$ cat src/rtl/rdport_pkg.sv
package rdport_pkg;
  typedef enum logic [1:0] {
    PW_BYTE = 2'd0,
    PW_HALF = 2'd1,
    PW_LONG = 2'd2
  } pw_e;

  function automatic pw_e decode_width(input logic [1:0] sel);
    case (sel)
      2'd0:    return PW_BYTE;
      2'd1:    return PW_HALF;
      default: return PW_LONG;
    endcase
  endfunction

  function automatic logic [1:0] last_index(input pw_e m);
    case (m)
      PW_BYTE: return 2'd3;
      PW_HALF: return 2'd1;
      default: return 2'd0;
    endcase
  endfunction
endpackage

$ cat src/rtl/rdport_cfg.sv
module rdport_cfg
  import rdport_pkg::*;
(
  input  logic       clk,
  input  logic       rst,
  input  logic       endian_in,
  input  logic [1:0] width_in,
  output logic       big_q,
  output pw_e        mode_q
);
  always_ff @(posedge clk) begin
    if (rst) begin
      big_q  <= endian_in;
      mode_q <= decode_width(width_in);
    end
  end

  // selects frozen once reset is released
  assert_cfg_frozen_R6: assert property (@(posedge clk) disable iff (rst)
    !rst |=> ($stable(big_q) && $stable(mode_q)));
endmodule

$ cat src/rtl/rdport_seq.sv
module rdport_seq
  import rdport_pkg::*;
#(
  parameter int LONG_W = 36
) (
  input  logic              clk,
  input  logic              rst,
  input  logic              prst,
  input  pw_e               mode,
  input  logic              rd_en,
  input  logic              up_valid,
  input  logic [LONG_W-1:0] up_data,
  output logic              up_pop,
  output logic              hold_q,
  output logic [LONG_W-1:0] word_d,
  output logic              hold_d,
  output logic [1:0]        cnt_d
);
  logic [LONG_W-1:0] word_q;
  logic [1:0]        cnt_q;
  logic              last;

  assign last   = (cnt_q == last_index(mode));
  assign up_pop = up_valid && !rst && !prst && (!hold_q || (rd_en && last));

  always_comb begin
    word_d = word_q;
    hold_d = hold_q;
    cnt_d  = cnt_q;
    if (rst || prst) begin
      hold_d = 1'b0;
      cnt_d  = 2'd0;
    end else if (up_pop) begin
      word_d = up_data;
      hold_d = 1'b1;
      cnt_d  = 2'd0;
    end else if (rd_en && hold_q) begin
      if (last) begin
        hold_d = 1'b0;
        cnt_d  = 2'd0;
      end else begin
        cnt_d = cnt_q + 2'd1;
      end
    end
  end

  always_ff @(posedge clk) begin
    word_q <= word_d;
    hold_q <= hold_d;
    cnt_q  <= cnt_d;
  end

  // pop only against an available upstream word
  assert_pop_needs_valid_R7: assert property (@(posedge clk) disable iff (rst)
    up_pop |-> up_valid);
  // after a pop a word is held at counter zero
  assert_pop_loads_R7: assert property (@(posedge clk) disable iff (rst || prst)
    up_pop |=> (hold_q && cnt_q == 2'd0));
  // counter never passes the last piece
  assert_cnt_bound_R1: assert property (@(posedge clk) disable iff (rst)
    cnt_q <= last_index(mode));
  // partial reset empties the holder
  assert_prst_clears_R9: assert property (@(posedge clk) disable iff (rst)
    prst |=> (!hold_q && cnt_q == 2'd0));
  // a read with nothing held and nothing upstream changes nothing
  assert_idle_read_R8: assert property (@(posedge clk) disable iff (rst || prst)
    (rd_en && !hold_q && !up_valid) |=> (!hold_q && cnt_q == 2'd0));
endmodule

$ cat src/rtl/rdport_lane_mux.sv
module rdport_lane_mux
  import rdport_pkg::*;
#(
  parameter int LONG_W = 36
) (
  input  logic [LONG_W-1:0] word,
  input  logic [1:0]        cnt,
  input  pw_e               mode,
  input  logic              big,
  output logic [LONG_W-1:0] piece
);
  localparam int NBYTE = 4;
  localparam int NHALF = 2;
  localparam int BW    = LONG_W / NBYTE;
  localparam int HW    = LONG_W / NHALF;

  logic [BW-1:0] byte_lane [NBYTE];
  logic [HW-1:0] half_lane [NHALF];
  logic [1:0]    byte_idx;
  logic          half_idx;

  for (genvar i = 0; i < NBYTE; i++) begin : g_byte
    assign byte_lane[i] = word[i*BW +: BW];
  end
  for (genvar j = 0; j < NHALF; j++) begin : g_half
    assign half_lane[j] = word[j*HW +: HW];
  end

  assign byte_idx = big ? (2'd3 - cnt) : cnt;
  assign half_idx = big ? ~cnt[0] : cnt[0];

  always_comb begin
    case (mode)
      PW_BYTE: piece = {{(LONG_W-BW){1'b0}}, byte_lane[byte_idx]};
      PW_HALF: piece = {{(LONG_W-HW){1'b0}}, half_lane[half_idx]};
      default: piece = word;
    endcase
  end
endmodule

$ cat src/rtl/width_down_rdport.sv
module width_down_rdport
  import rdport_pkg::*;
#(
  parameter int LONG_W = 36
) (
  input  logic              clk,
  input  logic              rst,
  input  logic              prst,
  input  logic              endian_sel,
  input  logic [1:0]        width_sel,
  input  logic              up_valid,
  input  logic [LONG_W-1:0] up_data,
  output logic              up_pop,
  input  logic              rd_en,
  output logic [LONG_W-1:0] rd_data,
  output logic              rd_valid
);
  localparam int BW = LONG_W / 4;
  localparam int HW = LONG_W / 2;

  logic              big_q;
  pw_e               mode_q;
  logic [LONG_W-1:0] word_d;
  logic              hold_d;
  logic [1:0]        cnt_d;
  logic [LONG_W-1:0] piece_d;

  rdport_cfg u_cfg (
    .clk(clk), .rst(rst), .endian_in(endian_sel), .width_in(width_sel),
    .big_q(big_q), .mode_q(mode_q)
  );

  rdport_seq #(.LONG_W(LONG_W)) u_seq (
    .clk(clk), .rst(rst), .prst(prst), .mode(mode_q), .rd_en(rd_en),
    .up_valid(up_valid), .up_data(up_data), .up_pop(up_pop),
    .hold_q(rd_valid), .word_d(word_d), .hold_d(hold_d), .cnt_d(cnt_d)
  );

  rdport_lane_mux #(.LONG_W(LONG_W)) u_mux (
    .word(word_d), .cnt(cnt_d), .mode(mode_q), .big(big_q), .piece(piece_d)
  );

  always_ff @(posedge clk) begin
    if (rst || prst) rd_data <= '0;
    else             rd_data <= hold_d ? piece_d : '0;
  end

  // byte width keeps the upper lanes at zero
  assert_byte_upper_zero_R1: assert property (@(posedge clk) disable iff (rst)
    (mode_q == PW_BYTE) |-> (rd_data[LONG_W-1:BW] == '0));
  // half width keeps the upper lanes at zero
  assert_half_upper_zero_R2: assert property (@(posedge clk) disable iff (rst)
    (mode_q == PW_HALF) |-> (rd_data[LONG_W-1:HW] == '0));
  // no pop during full reset
  assert_no_pop_in_reset_R10: assert property (@(posedge clk)
    rst |-> !up_pop);
endmodule

$ cat config.mk
export PLATFORM = sky130hd
export DESIGN_NAME = width_down_rdport
export DESIGN_NICKNAME = d
export VERILOG_FILES = /design/src/rtl/rdport_pkg.sv /design/src/rtl/rdport_cfg.sv /design/src/rtl/rdport_seq.sv /design/src/rtl/rdport_lane_mux.sv /design/src/rtl/width_down_rdport.sv
export SDC_FILE = /design/constraint.sdc
export NUM_CORES = 1
export LEC_CHECK = 0
export CAP_MARGIN = 20
export CORE_MARGIN = 1
export CORE_UTILIZATION = 57
export DETAILED_ROUTE_END_ITERATION = 10
export DONT_BUFFER_PORTS = 1
export GPL_ROUTABILITY_DRIVEN = 0
export PLACE_DENSITY = 0.75
export SLEW_MARGIN = 20
export SYNTH_ARGS = -nofsm -noshare
export SYNTH_HDL_FRONTEND = slang
export SYNTH_HIERARCHICAL = 1
export SYNTH_SLANG_ARGS = --single-unit
$ cat constraint.sdc
create_clock -name clk -period 2.7 [get_ports clk]
set_input_delay 0.27 -clock clk [delete_from_list [all_inputs] [get_ports clk]]
set_output_delay 0.27 -clock clk [all_outputs]
set_load 0.02 [all_outputs]
==> results.toml <==
[die]
num_rows = 31
dieArea_um2 = 7750
die_y_um = 88.0
core_um2 = 7210
die_x_um = 88.0
ioPinCount = 82
start_util_pct = 58.5

[sta]
setup_viol = 0
rsz0062_at_grt = "yes"
relSlewSlack_pct = 56.6
final_hold_viol_count = 0
fin_ws_ns = 0.0459
fin_skew_ns = 0.0120
fmax_mhz = 377
worst_slew_pin_slew_ns = 0.650
drv_slew = 0
fin_crit_sh_pct = 98.3
finalCriticalPeriod_ns = 2.65

[cts]
clk_root_buffer_cell = "clkbuf_8"
htreeDepth = 3
clkTransAtPathRegs_ns = 0.08
clock_path_buffers = 2
cts_buffers = 9
clock_sinks = 78
cts_tree = "done"
clock_latency_ns = 0.35

[drt]
final_antenna_net_count = 0
drtPass1Iterations = 5
wl_met1_mm = 4.24
totalWireLength_mm = 10.0
viasPerCell = 6.16
dr_total_vias = 2829
highest_layer = "met4"
wl_per_cell_um = 21.9
drc_errors = 0
route.met2.wl_mm = 4.85
wl_met3_um = 756
drt_iter0_markers = 196

[global_routing]
antenna_found_initial = 0
grt_pass1_vias = 2718
grt_pass1_wl_mm = 15.2
grt_max_degree = 47
grt.total_usage_pct = 26.8
overflow = 0

[logic_synthesis]
synthArstFlopShare_pct = 0
ys.flop_type = "dfxtp_1"
synth_cells = 347
yosysUniqueCellTypes = 47
synth_top_family_by_area = "simple AND/OR/NAND/NOR gates"
synthAdderAreaFrac_pct = 0
yosysTopAreaCell = "dfxtp_1"
synth_area_leaders = "dfxtp_1, nor4bb_2, mux2_4, mux2i_1, a22o_1"
yosys_warnings = 6
syn_area_per_cell_um2 = 12.2
synth_compound_area_share_pct = 10.9
synth_most_common_cell = "dfxtp_1"
synth_xor_xnor_area_share_pct = 0.860
synth_mux_area_share_pct = 20.3
synth_seq_cells = 78
synthSimpleGateAreaFrac_pct = 23.8
synth_top_cell_area_share_pct = 35.6
yosysSeqAreaShare_pct = 37.7
synth_area_um2 = 4220
synthTopCellsByCount = "dfxtp_1, mux2i_1, mux2_4"
synth_edf_count = 3
synth_nets = 391

[critical_path]
cp.arrival_ns = 2.89
endpoint_kind = "flip-flop"
ff2ff_path_depth = 8
worstSetupPathType = "reg -> reg"
cp-start-kind = "flip-flop"
critPathSlowestCell = "mux4_2"
reg2reg_slack_ns = 0.05
crit_chain = "o311a_1, nand3b_4, mux2_4, mux4_2, nand2b_4, a32oi_1, nand2_1, nor4bb_2"
critPathMaxFanout = 5
critical_path_required_ns = 2.93
cpPeakStageDelay_ns = 0.48

[final_layout]
diodes = 0
fillCellCount = 584
syn2layout_area_growth_pct = 8.72
fin_cells = 459
nNetsFinal = 399
multi_input_area_um2 = 2410
drive_gt1_share_pct = 35.3
seq_area_um2 = 1590

[job]
cap_violations = 0

[min_path]
hold_path.class = "in -> reg"
holdPathStages = 0

[place]
dpl.cell_count = 435
place_ws_ns = -0.0858
numPortBuffers = 0
dp.final_hpwl_mm = 6.39

[power_and_ir_drop]
ir_worst_vdd_v = 0.000296
p_leak_nw = 1.74
powerDensity_nw_per_um2 = 651

[status]
status = "finished, final reports clean"
metrics by stage:
stage	util (%)	total power, mW	hold WS (ns)	setup TNS, ns	instance area [µm²]
finish	63.6	2.99	0.0191	0	4590
global route	63.6	3.12	0.00221	-0.164	4590
CTS	62.8	2.97	0.00794	0	4530
detailed placement	59.1	2.08	0.350	-0.0964	4270
global placement	59.1	2.06	0.350	0	4270
floorplan	-	1.95	0.369	0	4220
state kept, by name (all words and copies together) (netlist names):
register / cells
u_cfg/mode_q: 2
u_cfg/big_q: 1
rd_data: 36
u_seq/word_q: 36
u_seq/hold_q: 1
u_seq/cnt_q: 2
final cells by class:
type	instances	share of cell area [%]
multi-input combinational	235	52.5
sequential	78	34.7
tap	99	2.70
clock inverter	4	1.01
timing repair buffer	29	5.78
inverter	2	0.164
clock buffer	12	3.16
worst max-delay path, delay by kind of cell (launching register included):
kind               cells  cell delay (ns)
muxes                  2             0.85
AOI/OAI and AO/OA      2             0.61
and+or+nand+nor        4             0.61
DFF                    1             0.47
what timing repair did:
item,CTS,global route
setup endpoints to repair,2,6
buffers inserted,1,3
endpoints found under the hold margin,31,0
cloned,0,1
resized for setup,3,3
hold buffers,3,0
pin swaps,0,5
report_power, final:
| group | total (mW) | switching (mW) | internal, mW |
|---|---|---|---|
| Sequential | 1.34 | 0.0501 | 1.28 |
| Clock | 0.863 | 0.412 | 0.451 |
| Combinational | 0.789 | 0.368 | 0.421 |
| Total | 2.99 | 0.830 | 2.16 |
worst paths after layout:
kind	start	to
max	u_cfg/mode_q[1]	rd_data[8]
max reg2reg	u_cfg/mode_q[1]	rd_data[8]
min	endian_sel	u_cfg/big_q
min reg2reg	u_seq/word_q[17]	u_seq/word_q[17]
metal layers:
metal  up-vias  global-route usage [%]
met5         -                       0
met2       114                    42.9
met4         0                    7.92
li1       1312                       -
met3        16                    7.73
met1      1387                    35.2
cell families (layout without fill, tap and decap cells):
logic type,Yosys count,count (layout)
compound gates,59,59
xor+xnor,2,2
buf+inv,35,47
flops,78,78
mux,69,69
simple gates,104,105
placed cells by master (no fill, tap or decap), types with 3 or more instances in the layout:
cell,synthesis,layout
and2_0,7,7
clkbuf_8,0,10
nor2_1,5,4
buf_12,4,3
a22o_1,19,19
edfxtp_1,3,3
nor2b_1,4,4
and2_1,20,20
a22oi_1,14,14
and4bb_2,6,6
o21ai_0,9,9
nor4bb_4,3,4
dfxtp_1,75,75
nor3b_1,8,8
mux2_2,8,8
nor4bb_2,27,26
a221oi_1,6,6
mux2i_1,31,31
a21oi_1,3,3
nand2_1,12,12
mux2_4,29,29
buf_4,3,23
Note: power is estimated with default switching activity, not from simulation.
